### src/rtl/uart_tx_steer_pkg.sv
// Shared types for the transmit steering front end.
// Assumes: byte-wide host data.
package uart_tx_steer_pkg;
    localparam int BYTE_W = 8;

    // Destination of a host write in the current cycle.
    typedef enum logic [1:0] {
        DST_DROP = 2'd0,
        DST_QUEUE = 2'd1,
        DST_HOLD = 2'd2
    } dst_t;
endpackage

### src/rtl/uart_tx_queue.sv
// Synchronous FIFO for queued transmit bytes.
// Assumes: caller never pushes when full nor pops when empty; DEPTH is a power of two.
module uart_tx_queue #(
    parameter int WIDTH = 8,
    parameter int DEPTH = 16
) (
    input  logic             clk,
    input  logic             rst_n,
    input  logic             push,
    input  logic [WIDTH-1:0] push_data,
    input  logic             pop,
    output logic [WIDTH-1:0] head,
    output logic             empty,
    output logic             full
);
    localparam int AW = $clog2(DEPTH);

    logic [WIDTH-1:0] mem [DEPTH];
    logic [AW:0]      wp;
    logic [AW:0]      rp;

    assign empty = (wp == rp);
    assign full  = (wp[AW] != rp[AW]) && (wp[AW-1:0] == rp[AW-1:0]);
    assign head  = mem[rp[AW-1:0]];

    // Pointer update on push and pop.
    always_ff @(posedge clk) begin
        if (!rst_n) begin
            wp <= '0;
            rp <= '0;
        end else begin
            if (push) wp <= wp + 1'b1;
            if (pop)  rp <= rp + 1'b1;
        end
    end

    // Storage write.
    always_ff @(posedge clk) begin
        if (push) mem[wp[AW-1:0]] <= push_data;
    end

    a_r2_no_overflow: assert property (@(posedge clk) disable iff (!rst_n)
        push |-> !full);
    a_r2_no_underflow: assert property (@(posedge clk) disable iff (!rst_n)
        pop |-> !empty);
endmodule

### src/rtl/uart_tx_hold.sv
// One-entry holding register with a tag bit marking a bypass byte.
// Assumes: push only when empty or popped in the same cycle.
module uart_tx_hold #(
    parameter int WIDTH = 8
) (
    input  logic             clk,
    input  logic             rst_n,
    input  logic             push,
    input  logic [WIDTH-1:0] push_data,
    input  logic             push_tag,
    input  logic             pop,
    output logic             valid,
    output logic [WIDTH-1:0] data,
    output logic             tag
);
    // Occupancy, contents and tag.
    always_ff @(posedge clk) begin
        if (!rst_n) begin
            valid <= 1'b0;
            data  <= '0;
            tag   <= 1'b0;
        end else if (push) begin
            valid <= 1'b1;
            data  <= push_data;
            tag   <= push_tag;
        end else if (pop) begin
            valid <= 1'b0;
            tag   <= 1'b0;
        end
    end

    a_r9_hold_no_overwrite: assert property (@(posedge clk) disable iff (!rst_n)
        (push && valid) |-> pop);
endmodule

### src/rtl/uart_tx_dir.sv
// Transmit-direction tracker driving the active-low RS485 request-to-send pin.
// Assumes: done pulses once per byte at its stop-bit end.
module uart_tx_dir (
    input  logic clk,
    input  logic rst_n,
    input  logic load,
    input  logic done,
    input  logic drained,
    input  logic pol,
    output logic active,
    output logic rts_n
);
    // Enter transmit on a load; leave on done when nothing is left.
    always_ff @(posedge clk) begin
        if (!rst_n)                active <= 1'b0;
        else if (load)             active <= 1'b1;
        else if (done && drained)  active <= 1'b0;
    end

    // pol=0: low while sending; pol=1: high while sending.
    assign rts_n = ~(active ^ pol);

    a_r8_end_on_done: assert property (@(posedge clk) disable iff (!rst_n)
        $fell(active) |-> $past(done && drained));
    a_r6_active_after_load: assert property (@(posedge clk) disable iff (!rst_n)
        load |=> active);
endmodule

### src/rtl/uart_tx_steer.sv
// Transmit steering front end: routes host bytes to a queue or a one-byte
// bypass/holding register, feeds the shift register, tracks the send-now flag.
// Assumes: sh_busy rises the cycle after sh_load; sh_done pulses with sh_busy low.
module uart_tx_steer
    import uart_tx_steer_pkg::*;
#(
    parameter int DEPTH = 16
) (
    input  logic              clk,
    input  logic              rst_n,
    input  logic              wr_en,
    input  logic [BYTE_W-1:0] wr_data,
    input  logic              q_en,
    input  logic              now_arm,
    input  logic              rts_pol,
    input  logic              sh_busy,
    input  logic              sh_done,
    output logic              sh_load,
    output logic [BYTE_W-1:0] sh_data,
    output logic              now_flag,
    output logic              rts_n
);
    logic              q_push, q_pop, q_empty, q_full;
    logic [BYTE_W-1:0] q_head;
    logic              h_push, h_pop, h_valid, h_tag, h_free;
    logic [BYTE_W-1:0] h_data;
    logic              byp_taken, byp_flying, tx_active;
    logic              byp_ok;
    dst_t              dst;

    // Shift register service: holding register first, then queue.
    assign sh_load = !sh_busy && (h_valid || !q_empty);
    assign h_pop   = sh_load && h_valid;
    assign q_pop   = sh_load && !h_valid;
    assign sh_data = h_valid ? h_data : q_head;
    assign h_free  = !h_valid || h_pop;
    assign byp_ok  = q_en && now_flag && !byp_taken && h_free;

    // Destination of the current write.
    always_comb begin
        dst = DST_DROP;
        if (wr_en) begin
            if (!q_en)       dst = h_free ? DST_HOLD : DST_DROP;
            else if (byp_ok) dst = DST_HOLD;
            else             dst = q_full ? DST_DROP : DST_QUEUE;
        end
    end

    assign q_push = (dst == DST_QUEUE);
    assign h_push = (dst == DST_HOLD);

    uart_tx_queue #(.WIDTH(BYTE_W), .DEPTH(DEPTH)) u_queue (
        .clk(clk), .rst_n(rst_n),
        .push(q_push), .push_data(wr_data),
        .pop(q_pop), .head(q_head),
        .empty(q_empty), .full(q_full)
    );

    uart_tx_hold #(.WIDTH(BYTE_W)) u_hold (
        .clk(clk), .rst_n(rst_n),
        .push(h_push), .push_data(wr_data), .push_tag(byp_ok),
        .pop(h_pop), .valid(h_valid), .data(h_data), .tag(h_tag)
    );

    // Send-now flag: armed by host, cleared when the bypassed byte completes.
    always_ff @(posedge clk) begin
        if (!rst_n)                       now_flag <= 1'b0;
        else if (now_arm)                 now_flag <= 1'b1;
        else if (sh_done && byp_flying)   now_flag <= 1'b0;
    end

    // Bypass bookkeeping: one byte taken per arming; track it on the line.
    always_ff @(posedge clk) begin
        if (!rst_n) begin
            byp_taken  <= 1'b0;
            byp_flying <= 1'b0;
        end else begin
            if (sh_done && byp_flying) begin
                byp_taken  <= 1'b0;
                byp_flying <= 1'b0;
            end
            if (h_push && byp_ok)  byp_taken  <= 1'b1;
            if (h_pop && h_tag)    byp_flying <= 1'b1;
        end
    end

    uart_tx_dir u_dir (
        .clk(clk), .rst_n(rst_n),
        .load(sh_load), .done(sh_done),
        .drained(!h_valid && q_empty),
        .pol(rts_pol), .active(tx_active), .rts_n(rts_n)
    );

    a_r10_no_load_busy: assert property (@(posedge clk) disable iff (!rst_n)
        sh_load |-> !sh_busy);
    a_r5_flag_clears_on_done: assert property (@(posedge clk) disable iff (!rst_n)
        $fell(now_flag) |-> $past(sh_done));
    a_r4_single_bypass: assert property (@(posedge clk) disable iff (!rst_n)
        (h_push && byp_taken) |-> !q_en);
    a_r3_bypass_first: assert property (@(posedge clk) disable iff (!rst_n)
        (h_valid && h_tag && !sh_busy) |-> (sh_load && sh_data == h_data));
    a_r9_flag_kept_when_off: assert property (@(posedge clk) disable iff (!rst_n)
        (!q_en && !byp_flying && now_flag) |=> now_flag);
endmodule

### config.mk
export PLATFORM = sky130hd
export DESIGN_NAME = uart_tx_steer
export DESIGN_NICKNAME = d
export VERILOG_FILES = /design/src/rtl/uart_tx_steer_pkg.sv /design/src/rtl/uart_tx_queue.sv /design/src/rtl/uart_tx_hold.sv /design/src/rtl/uart_tx_dir.sv /design/src/rtl/uart_tx_steer.sv
export SDC_FILE = /design/constraint.sdc
export NUM_CORES = 1
export LEC_CHECK = 0
export BUFFER_PORTS_ARGS = -buffer_cell sky130_fd_sc_hd__buf_4
export CORE_MARGIN = 2
export CORE_UTILIZATION = 48
export CTS_BUF_LIST = sky130_fd_sc_hd__clkbuf_4
export CTS_CLUSTER_SIZE = 24
export DETAILED_ROUTE_END_ITERATION = 8
export PLACE_DENSITY = 0.67
export SYNTH_ARGS = -nofsm -noshare
export SYNTH_HDL_FRONTEND = slang
export SYNTH_SLANG_ARGS = --single-unit
### constraint.sdc
create_clock -name clk -period 4.7 [get_ports clk]
set_clock_uncertainty 0.2 [all_clocks]
set_input_delay 0.235 -clock clk [delete_from_list [all_inputs] [get_ports clk]]
set_output_delay 0.235 -clock clk [all_outputs]
set_load 0.1 [all_outputs]
# ---- Word level (Yosys, flattened, before mapping)
# Memories as Yosys holds them, arrays and structs flattened. A register that Yosys moved wholly into a read port is not among the register bits.
# Index checks and enable logic that the tools add are counted.
dict set report word_totals {
  ff_bits 24
  out_inout_bits 11
  ram_bits 128
  mem_count 1
  inputBits 16
  wordCells 61
}
# memory words width rd rd_clocked_by_memory_dff wr line_no
set memory_table {}
lappend memory_table {u_queue.mem 16 8 1 1 1 uart_tx_queue.sv:18} ;# logic [WIDTH-1:0] mem [DEPTH];
dict set report classes {
  bitwise 2
  addsub 2
  n_reduce_logical 23
  mux 19
  eq_ne 5
}
# op count
set op_table {}
lappend op_table {{$logic_and 1x1->1} 12}
lappend op_table {{$mux 1} 12}
lappend op_table {{$add 5x1->5 const B} 2}
lappend op_table {{$reduce_bool 2->1} 5}
lappend op_table {{$mux 2} 4}
lappend op_table {{$mux 4} 2}
lappend op_table {{$mux 8} 1}
lappend op_table {{$eq 5x5->1} 1}
lappend op_table {{$eq 4x4->1} 1}
lappend op_table {{$logic_not 1->1} 4}
lappend op_table {{$eq 2x1->1 const B} 1}
lappend op_table {{$eq 2x2->1 const B} 1}
lappend op_table {{$logic_or 1x1->1} 2}
lappend op_table {{$ne 1x1->1} 1}
lappend op_table {{$not 1->1} 1}
lappend op_table {{$xor 1x1->1} 1}

# ---- Depth between registers and ports, before layout
# Gate-level depths: netlist (run 1).
dict set report depth {
  depth_word 13
  depth_mapped 7
  depth_no_buf 4
}

# ---- By module
# Synthesis (run 1) repeated with hierarchy kept, for this count alone.
dict set report unflattened {
  hier_cells 348
  area_unflattened_um2 6369.9
}
# mod n_inst cells_each seq_area_each_um2 area_per_inst_um2
set by_module_without_submodules {}
lappend by_module_without_submodules {uart_tx_queue 1 279 4124.0 5621.6}
lappend by_module_without_submodules {uart_tx_hold 1 32 200.2 377.9}
lappend by_module_without_submodules {uart_tx_steer 1 32 60.1 326.6}
lappend by_module_without_submodules {uart_tx_dir 1 5 20.0 43.8}

# ---- Least setup slack after synthesis (run 1)
# Ideal clock, no wire load.
dict set report synth_path {
  path_kind {reg-to-reg}
  from {register u_queue.wp[2]}
  to {register u_dir.active}
  path_stages_with_launch 7
  t_required_ns 4.435
  setup_slack_ns 1.730
  path_buffers 2
  arrival_ns 2.705
  path_cell_list {dfxtp_1 > buf_2 > xor2_1 > nor4_2 > buf_4 > a31oi_1 > o21a_1}
}
dict set report synth_via {
  elab_chain_len 5
  elab_cells_between_ends 8
  classes_between {eq/ne: 1; mux: 1; reduce/logical: 6}
}
# item line_no
set synth_lines {}
lappend synth_lines {{start: declaration} uart_tx_queue.sv:19} ;# logic [AW:0] wp;
lappend synth_lines {{start signal: assignment} uart_tx_queue.sv:32} ;# if (push) wp <= wp + 1'b1;
lappend synth_lines {{$eq 5x5->1 *} uart_tx_queue.sv:22} ;# assign empty = (wp == rp);
lappend synth_lines {{$logic_not 1->1 *} uart_tx_steer.sv:32} ;# assign sh_load = !sh_busy && (h_valid || !q_empty);
lappend synth_lines {{$logic_or 1x1->1 *} uart_tx_steer.sv:32}
lappend synth_lines {{$logic_and 1x1->1 *} uart_tx_steer.sv:32}
lappend synth_lines {{via sh_load} uart_tx_steer.sv:18} ;# output logic sh_load,
lappend synth_lines {{$mux 1 / $reduce_bool 2->1 (equally long branches)} -}
lappend synth_lines {{end signal: assignment} uart_tx_dir.sv:15} ;# if (!rst_n) active <= 1'b0;
lappend synth_lines {{end signal: assignment} uart_tx_dir.sv:16} ;# else if (load) active <= 1'b1;
lappend synth_lines {{end signal: assignment} uart_tx_dir.sv:17} ;# else if (done && drained) active <= 1'b0;
lappend synth_lines {{end: declaration} uart_tx_dir.sv:10} ;# output logic active,
# Mark *: on every way through the listed nets, which the timed path passes. The rest lies on a longest branch.
# A chain may end at the register's enable or synchronous reset.

==> metrics.txt, run 1 <==
run status finished, final reports clean; Hold Vio Cnt, Final 0; Starting Density 48.65%; largest net degree at the start of global routing 36; post-synthesis cell area between 0.006 and 0.007 sq mm; Detail Route Antenna Nets 0; row count 42; cell count of the worst reg-to-reg path 4; Die X-Extent ~120 um; Congestion Overflow GR 0; CTS Sinks approximately 160; H-tree levels 4; Syn Nets 385; vias in the first global route ~3.5k; Clock Root Buffer clkbuf_4; Synth async-reset ratio 0%; WP data required 4260 ps; TritonCTS clock tree yes; worst hold path type in -> reg; total I/O pin count 27; drt total wl roughly 12000 um; VDD IR-drop max between 0.2 and 0.25 mV; Clk network pwr share 33.2%; max-cap check violation count 0; ys flop type edfxtp_1; Die H between 100 and 150 um; Synth Area per Inst 17.56 sq um; initial antenna violation count 0; WHS Path Cells 5; Area Overhead vs Synth 12.59%; yosys warns 0; Post-synth EDFFs between 100 and 150; clk slew on worst S/H paths around 120 ps; die area around 0.014 sq mm; DRT iter0 DRCs between 200 and 300; final setup vio count 0; fraction of layout instances using a drive strength above 1 between 20% and 30%; FF-to-FF Start u_hold.valid$_SDFFE_PN0P_; first-pass GRT wire length around 19000 um; Post-Syn Instances 364; CTS buffer count 17; # nets final 432; critical path class reg -> out; setup TNS 0 ps; FF-to-FF End u_queue.mem[5][7]$_DFFE_PP_; crit end category primary output; crit path max fanout 23; Sw Ratio 24.53%; Hold Path End u_hold.tag$_SDFFE_PN0P_; DR WL/cell roughly 20 um; post-synth cell types 43; Tightest Pin Transition a little over 1000 ps; minimum clock period between 3000 and 4000 ps; data arrival time of the critical path roughly 2800 ps; max incr delay on CP about 870 ps; RePlAce Congestion 0.7625; flops & latches, synth 156; crit-path leading delay family flip-flops; CTS max path bufs 2; CP Launch Type register; hold path start q_en; flop2flop setup slack approximately 1900 ps; register area roughly 0.0044 sq mm; area of the multi-input gates between 0.0015 and 0.002 sq mm; Sw Pwr 655.3 uW; GRT Util Overall between 10% and 20%; slowest CP cell dfxtp_2; via count 3315; Peak Freq between 300 and 400 MHz; First-pass DRT Iterations 4; sequential power share a little under three fifths; fin crit share between 60% and 70%; register area share after synthesis between 60 and 70%; leakage power 2.445 nW; final core utilization approximately 55%; port bufs 26; RSZ-0062 raised after global routing no; DP HPWL between 7000 and 8000 um; Clock Latency Late Sink around 530 ps; filler instances ~1.0k; Tot Pwr 2.671 mW; crit-path cells mux4_2 > mux2i_1 > a21oi_1 > a21o_1 > buf_4; core box area roughly 0.013 sq mm; drt via density roughly 5.5; logic gate share of total power under 10%; final slew viol count 0; Rel. slew slack a little under a third; pwr/cell area roughly 370 mW/mm^2; Pint between 2 and 2.5 mW; buffer and inverter count on the worst path 1; # diodes 0; Remaining DRCs 0
layer usage:
metal	part of all wire (%)	global-route usage (%)
met1	42	22.85
met2	52	30.82
met3	4.3	4.693
met4	2.0	6.471
met5	0	0
final cells by class:
type                       count  share of cell area, %
clock buffer                  19                  1.982
clock inverter                13                  2.434
inverter                       6                 0.3130
multi-input combinational    182                  25.32
sequential                   156                  61.22
tap                          176                  3.060
timing repair buffer          48                  5.669
cell usage after synthesis (all sizes together), types with 3 or more instances:
| library cell | number | share of area [%] |
|---|---|---|
| dfxtp | 28 | 8.8 |
| ha | 5 | 0.98 |
| nand2b | 8 | 0.78 |
| nand2 | 17 | 1.0 |
| and3 | 15 | 1.5 |
| buf | 15 | 1.9 |
| a21oi | 13 | 1.1 |
| o221ai | 8 | 1.1 |
| clkbuf | 5 | 0.29 |
| a21boi | 5 | 0.65 |
| mux4 | 32 | 11 |
| xor2 | 5 | 0.69 |
| nor2b | 12 | 1.2 |
| inv | 6 | 0.35 |
| mux2i | 26 | 4.1 |
| nand3 | 3 | 0.23 |
| nand4 | 3 | 0.29 |
| a21o | 8 | 0.94 |
| edfxtp | 128 | 60 |
power groups by stage:
stage	clock [mW]	sequential [mW]	combinational [mW]
floorplan	0	1.55	0.183
global placement	0	1.55	0.249
detailed placement	0	1.55	0.252
CTS	0.906	1.52	0.265
global route	0.957	1.52	0.279
finish	0.888	1.52	0.262
kinds of logic (layout without fill, tap and decap cells):
logic type	Yosys count	in the layout	synth area share (%)
compound gates	46	46	5.306
xor+xnor	7	7	0.9593
buf+inv	26	86	2.584
mux	58	58	15.47
simple gates	66	66	5.795
flops	156	156	68.91
fa+ha+maj	5	5	0.9789
cell usage in the layout (no fill, tap or decap), drive strengths merged, types with 4 or more instances in the layout:
| master | instances |
|---|---|
| nor2b | 12 |
| xor2 | 5 |
| bufinv | 4 |
| a21o | 8 |
| ha | 5 |
| clkbuf | 19 |
| dfxtp | 28 |
| buf | 29 |
| mux4 | 32 |
| inv | 6 |
| a21oi | 13 |
| edfxtp | 128 |
| mux2i | 26 |
| nand2b | 8 |
| dlygate4sd3 | 19 |
| o221ai | 8 |
| and3 | 15 |
| a21boi | 5 |
| clkinv | 7 |
| nand2 | 17 |
per-stage QoR:
step	hold slack [ps]	setup WS, ps	cells	cell area [sq um]
final	68.09	1429	600	7196
after global routing	44.37	1225	600	7196
after CTS	22.41	1362	600	7196
after detailed placement	269.1	1948	549	6688
after global placement	255.2	1997	549	6688
after floorplan	133.9	1730	364	6391
worst max path at each step:
stage,start,endpoint,slack [ps],cells past startpoint
2_1_floorplan,u_queue.wp[2]$_SDFFE_PN0N_,u_dir.active$_SDFFE_PN0P_,1730,6
3_3_place_gp,register,sh_data[7],2000,5
3_5_place_dp,u_hold.valid$_SDFFE_PN0P_,u_queue.mem[5][3]$_DFFE_PP_,1950,4
4_1_cts,register,sh_data[4],1360,5
5_1_grt,register,sh_data[6],1230,5
6_report,register,sh_data[2],1430,5
tightest hold or removal path: stages:
cell      delay [ps]
buf_4            110
inv_1             80
o21ai_0          130
o21bai_1         140
a21boi_0          70
state kept, by name, indices dropped and copies added, names as in the netlist, named ones only:
name and count:
u_queue.wp 5, u_hold.data 8, u_hold.valid 1, u_hold.tag 1, u_queue.rp 5, byp_flying 1, u_dir.active 1, u_queue.mem 128
byp_taken 1, now_flag 1
timing repair:
| item | 4_1_cts | 5_1_grt |
|---|---|---|
| hold endpoints to repair | 156 | 0 |
| resized for setup | 0 | 0 |
| buffers inserted | 0 | 0 |
| hold buffers | 19 | 0 |
| endpoints found under the setup margin | 0 | 0 |
No activity file was read; power rests on OpenSTA's default activity.
==> run 2: changes to the inputs <==
--- a/config.mk
+++ b/config.mk
@@ -5,6 +5,7 @@
 export SDC_FILE = /design/constraint.sdc
 export NUM_CORES = 1
 export LEC_CHECK = 0
+export ABC_AREA = 1
 export BUFFER_PORTS_ARGS = -buffer_cell sky130_fd_sc_hd__buf_4
 export CORE_MARGIN = 2
 export CORE_UTILIZATION = 48
==> constraint.sdc (replaced) <==
create_clock -name clk -period 3.1 [get_ports clk]
set_clock_uncertainty 0.2 [all_clocks]
set_input_delay 0.155 -clock clk [delete_from_list [all_inputs] [get_ports clk]]
set_output_delay 0.155 -clock clk [all_outputs]
set_load 0.1 [all_outputs]
==> run 2 against run 1 <==
Sequential power up 53%. Synthesized cell count rose by 71%. Utilization up 1.3 points. Count of clock-buffer cells in the layout decreased by 2. Synthesized area up 3.0%. Via count increased by 42%. Worst setup slack worse by 1300 ps. Combinational power rose to 3.3 times the previous value. Critical path type unchanged. Largest cell class unchanged. Largest power group unchanged.
==> metrics.txt, run 2 <==
run status finished, final reports clean (unchanged); Clock Latency Late Sink 570 ps (was 530 ps); CTS max path bufs 2 (unchanged); max incr delay on CP 470 ps (was 870 ps); drt total wl 15540 um (was 12030 um); buffer and inverter count on the worst path 3 (was 1); post-synth cell types 31 (was 43); data arrival time of the critical path 2580 ps (was 2840 ps); CP Launch Type register (unchanged); first-pass GRT wire length 23800 um (was 19060 um); share of the synthesized area in the top cell type 58.37% (was 60.14%); drt via density 5.499 (was 5.525); slowest CP cell dfxtp_2 (unchanged); total I/O pin count 27 (unchanged); worst hold path type in -> reg (unchanged); Rel. slew slack 44.55% (was 31.29%); final core utilization 56.03% (was 54.77%); RePlAce Congestion 0.9059 (was 0.7625); Peak Freq between 300 and 400 MHz; max-cap check violation count 0 (unchanged); clk slew on worst S/H paths 130 ps (was 120 ps); most common cell after layout, fill and taps aside nand2_1 (was edfxtp_1); critical path class reg -> out (unchanged); minimum clock period roughly 3000 ps; register area share after synthesis 66.88% (was 68.91%); top cells by area, synth edfxtp_1 (58%), nand2_1 (11%), dfxtp_1 (8.5%) (was edfxtp_1 (60%), mux4_2 (11%), dfxtp_1 (8.8%)); top cells by count, synth nand2_1 (185), edfxtp_1 (128), nand3_1 (104), nor2_1 (48), dfxtp_1 (28) (was edfxtp_1 (128), mux4_2 (30), dfxtp_1 (28), mux2i_1 (26), nand2_1 (17)); top-count cell post-synth nand2_1 (was edfxtp_1); largest net degree at the start of global routing 65 (was 36); hold path start sh_done (was q_en); cell taking the most area after synthesis edfxtp_1 (unchanged); setup TNS 0 ps (unchanged); Detail Route Antenna Nets 0 (unchanged); Post-synth EDFFs 128 (unchanged); Syn Nets 642 (was 385); commonest cells after routing, fill and taps aside nand2_1 (185), edfxtp_1 (128), nand3_1 (104) (was edfxtp_1 (128), mux4_2 (30), buf_4 (29)); WP data required 2740 ps (was 4260 ps); TritonCTS clock tree yes (unchanged); CTS buffer count 17 (unchanged); vias in the first global route 4443 (was 3519); FF-to-FF Start u_hold.valid$_SDFFE_PN0P_ (unchanged); Die X-Extent 121.1 um (was 119.4 um); DRT iter0 DRCs 449 (was 252); core box area 0.01330 sq mm (was 0.01314 sq mm); VDD IR-drop max 0.3514 mV (was 0.2119 mV); Synth Area per Inst 10.60 sq um (was 17.56 sq um); GRT Util Overall 22.41% (was 18.21%); crit-path cells inv_2 > buf_12 > nand2_1 > nand3_1 > nand3_1 > nand2_1 > a21oi_1 > a21oi_1 > buf_4 (was mux4_2 > mux2i_1 > a21oi_1 > a21o_1 > buf_4); max reg flops 128 (unchanged); via count 4713 (was 3315); First-pass DRT Iterations 5 (was 4); flops & latches, synth 156 (unchanged); yosys warns 0 (unchanged); leakage power 2.750 nW (was 2.445 nW); Die H 121.1 um (was 119.4 um); H-tree levels 4 (unchanged); DP HPWL 10030 um (was 7847 um); # nets final 689 (was 432); fin crit share approximately 95%; port bufs 26 (unchanged); RSZ-0062 raised after global routing no (unchanged); Synth async-reset ratio 0% (unchanged); Congestion Overflow GR 0 (unchanged); initial antenna violation count 1 (was 0); final setup vio count 0 (unchanged); pwr/cell area 571.6 mW/mm^2 (was 371.2 mW/mm^2); post-synthesis cell area 0.006585 sq mm (was 0.006391 sq mm); ys flop type edfxtp_1 (unchanged); die area 0.01467 sq mm (was 0.01425 sq mm); Clock Root Buffer clkbuf_4 (unchanged); DR WL/cell 18.13 um (was 20.05 um); Starting Density 49.53% (was 48.65%); crit-path leading delay family buffers and inverters (was flip-flops); Tightest Pin Transition 828.7 ps (was 1029 ps); Remaining DRCs 0 (unchanged); row count 42 (unchanged); crit end category primary output (unchanged); Area Overhead vs Synth 13.13% (was 12.59%); CTS Sinks 156 (unchanged); # diodes 0 (unchanged); fraction of layout instances using a drive strength above 1 13.80% (was 22.88%); final slew viol count 0 (unchanged); Post-Syn Instances 621 (was 364); crit path max fanout 64 (was 23); Hold Vio Cnt, Final 0 (unchanged)
==> run 2: worst paths after layout <==
kind | depth (start not counted) | endpoint | slack, ps
worst max register to register | 7 | u_queue.mem[13][1]$_DFFE_PP_ | 470
worst max-delay path | 9 | sh_data[7] | 170
worst min register to register | 2 | byp_taken$_SDFFE_PN0P_ | 280
worst min-delay path | 5 | byp_taken$_SDFFE_PN0P_ | 230
==> run 2: per-stage QoR <==
stage	std cells	power [mW]	worst slack (ps)	hold slack [ps]	instance area, sq um
after global routing	857	4.439	33.50	226.4	7450
after CTS	855	4.268	70.18	204.7	7415
after detailed placement	801	3.191	503.1	179.5	6952
after global placement	801	3.182	558.8	162.4	6952
final	857	4.258	168.9	231.0	7450
after floorplan	621	2.955	262.1	53.87	6585
==> run 2: power breakdown <==
part	internal, mW	switching (mW)
sequential	2.29	0.0379
combinational	0.229	0.626
clock	0.326	0.744
==> run 2: repair_timing <==
action | 4_1_cts | 5_1_grt
endpoints found under the setup margin | 0 | 8
hold buffers | 22 | 0
buffers inserted | 0 | 1
resized for setup | 0 | 3
hold endpoints to repair | 156 | 0
==> run 2: tightest hold or removal path, delay by kind of cell <==
family                 cells  cell delay [ps]
AOI/OAI and AO/OA          1               60
buffers and inverters      2              620
and+or+nand+nor            2              130
==> run 2: kinds of logic (layout without fill, tap and decap cells) <==
group | after synthesis | after routing | synth area share (%)
buffers and inverters | 52 | 112 | 3.382
xor gates and xnor gates | 7 | 7 | 0.9310
and+or+nand+nor | 360 | 360 | 24.55
DFF | 156 | 156 | 66.88
AOI/OAI and AO/OA | 41 | 41 | 3.306
adders and majority gates | 5 | 5 | 0.9500
==> run 2: layout make-up <==
cell class | instances | area (sq um)
timing repair inverter | 1 | 7.507
tap | 176 | 220.2
clock buffer | 17 | 127.6
clock inverter | 15 | 115.1
fill | 1157 | 5846
timing repair buffer | 57 | 524.3
sequential | 156 | 4405
inverter | 22 | 91.34
multi-input combinational | 413 | 1958
==> run 2: routing by layer <==
metal | track usage [%] | part of all wire (%) | vias up
met2 | 34.97 | 49 | 196
met4 | 9.448 | 2.2 | 0
li1 | - | - | 2229
met3 | 4.934 | 6.5 | 22
met5 | 0 | 0 | -
met1 | 30.40 | 43 | 2266
==> run 3: changes to the inputs <==
--- a/config.mk
+++ b/config.mk
@@ -7,12 +7,13 @@
 export LEC_CHECK = 0
 export ABC_AREA = 1
 export BUFFER_PORTS_ARGS = -buffer_cell sky130_fd_sc_hd__buf_4
-export CORE_MARGIN = 2
+export CORE_MARGIN = 3
 export CORE_UTILIZATION = 48
 export CTS_BUF_LIST = sky130_fd_sc_hd__clkbuf_4
 export CTS_CLUSTER_SIZE = 24
 export DETAILED_ROUTE_END_ITERATION = 8
 export PLACE_DENSITY = 0.67
+export RECOVER_POWER = 25
 export SYNTH_ARGS = -nofsm -noshare
 export SYNTH_HDL_FRONTEND = slang
 export SYNTH_SLANG_ARGS = --single-unit
==> run 3 against run 2 <==
Worst setup slack improved by 86 ps. First-iteration DRC count increased by 29%. Combinational power shrank 0.7%. Via count shrank 0.85%. Worst hold slack better by 45 ps. Final area up 0.24%. Sequential cell count unchanged. Clock power grew 10%. Critical path type unchanged. Largest cell class unchanged. Highest routed layer unchanged.
==> metrics.txt, run 3 (same netlist as run 2, synthesis figures left out) <==
run status finished, final reports clean (unchanged); final core utilization 55.94% (was 56.03%); data arrival time of the critical path 2490 ps (was 2580 ps); max reg flops 128 (unchanged); DR WL/cell 18.79 um (was 18.13 um); largest net degree at the start of global routing 65 (unchanged); CTS max path bufs 2 (unchanged); row count 42 (unchanged); Tightest Pin Transition 1059 ps (was 828.7 ps); TritonCTS clock tree yes (unchanged); total I/O pin count 27 (unchanged); WP data required 2740 ps (about the same); filler instances 1173 (was 1157); Tot Pwr 4.366 mW (was 4.258 mW); Congestion Overflow GR 0 (unchanged); # nets final 691 (was 689); port bufs 26 (unchanged); drt via density 5.440 (was 5.499); RSZ-0062 raised after global routing no (unchanged); Die X-Extent 123.1 um (was 121.1 um); Peak Freq 351.4 MHz (was 341.2 MHz); CP Launch Type register (unchanged); critical path class reg -> out (unchanged); core box area 0.01335 sq mm (was 0.01330 sq mm); CTS buffer count 17 (unchanged); final slew viol count 0 (unchanged); first-pass GRT wire length 24510 um (was 23800 um); minimum clock period 2845 ps (was 2931 ps); GRT Util Overall 22.28% (was 22.41%); Die H 123.1 um (was 121.1 um); via count 4673 (was 4713); setup TNS 0 ps (unchanged); final setup vio count 0 (unchanged); commonest cells after routing, fill and taps aside nand2_1 (185), edfxtp_1 (128), nand3_1 (104) (unchanged); crit end category primary output (unchanged); crit path max fanout 16 (was 64); RePlAce Congestion 0.8405 (was 0.9059); vias in the first global route 4391 (was 4443); Starting Density 49.33% (was 49.53%); Detail Route Antenna Nets 0 (unchanged); drt total wl 16140 um (was 15540 um); CTS Sinks 156 (unchanged); DRT iter0 DRCs 580 (was 449); VDD IR-drop max 0.4077 mV (was 0.3514 mV); Hold Vio Cnt, Final 0 (unchanged); H-tree levels 4 (unchanged); initial antenna violation count 0 (was 1); Area Overhead vs Synth 13.40% (was 13.13%); # diodes 0 (unchanged); Clock Root Buffer clkbuf_4 (unchanged); most common cell after layout, fill and taps aside nand2_1 (unchanged); fraction of layout instances using a drive strength above 1 13.03% (was 13.80%); Clock Latency Late Sink 540 ps (was 570 ps); worst hold path type in -> reg (unchanged); leakage power 2.769 nW (was 2.750 nW); pwr/cell area 584.7 mW/mm^2 (was 571.6 mW/mm^2); max-cap check violation count 0 (unchanged); fin crit share 91.79% (was 94.55%); Rel. slew slack 29.37% (was 44.55%); DP HPWL 10150 um (was 10030 um); Remaining DRCs 0 (unchanged); First-pass DRT Iterations 5 (unchanged); clk slew on worst S/H paths 130 ps (about the same); die area 0.01516 sq mm (was 0.01467 sq mm)
==> run 3: cell type report <==
type                    instances  area (sq um)  share of cell area, %
inverters                      22         91.34                  1.223
multi-input cells             413          1958                  26.22
well taps                     176         220.2                  2.949
clock inverters                15         147.6                  1.977
clock buffers                  17         127.6                  1.709
repair inverters                1         7.507                 0.1005
repair buffers                 59         509.2                  6.820
flip-flops and latches        156          4405                  59.00
==> run 3: where the power goes <==
group	total, mW	internal [mW]	leakage (nW)	switching [mW]
Clock	1.18	0.476	0.151	0.708
Combinational	0.849	0.223	1.24	0.627
Sequential	2.33	2.30	1.38	0.0363
==> run 3: worst max-delay path: stages (launching register included) <==
cell and delay [ps]:
dfxtp_1 530, clkinvlp_4 410, nand3_1 210, nand3_1 90, nand2_1 120, nand2_1 110, a21oi_1 180, buf_4 310
==> run 3: path summary, 6_finish.rpt <==
path	start	end	slack, ps	cells past startpoint
worst max-delay path	register	sh_data[3]	250	7
worst min-delay path	sh_done	byp_taken$_SDFFE_PN0P_	280	5
worst max register to register	u_hold.valid$_SDFFE_PN0P_	u_queue.mem[14][6]$_DFFE_PP_	300	7
worst min register to register	byp_taken$_SDFFE_PN0P_	byp_taken$_SDFFE_PN0P_	280	2
==> run 3: metal layers <==
| metal | wire [um] | vias to the layer above | global-route usage [%] |
|---|---|---|---|
| met5 | 0 | - | 0 |
| met1 | 7080 | 2240 | 32.87 |
| met2 | 7662 | 194 | 33.23 |
| li1 | - | 2223 | - |
| met3 | 1228 | 16 | 5.764 |
| met4 | 171 | 0 | 5.536 |
==> run 3: timing repair <==
item | CTS | global route
setup endpoints to repair | 0 | 7
hold buffers | 22 | 0
setup buffers | 0 | 1
endpoints found under the hold margin | 156 | 0
gates resized for setup | 0 | 2
==> run 3: stage by stage <==
step | instance area, sq um | instances | hold WS (ps) | setup slack [ps]
2_1_floorplan | 6585 | 621 | 53.87 | 262.1
3_3_place_gp | 6967 | 803 | 169.8 | 462.4
3_5_place_dp | 6967 | 803 | 179.1 | 342.4
4_1_cts | 7462 | 857 | 232.7 | 55.13
5_1_grt | 7467 | 859 | 232.6 | 112.4
6_report | 7467 | 859 | 275.8 | 254.6
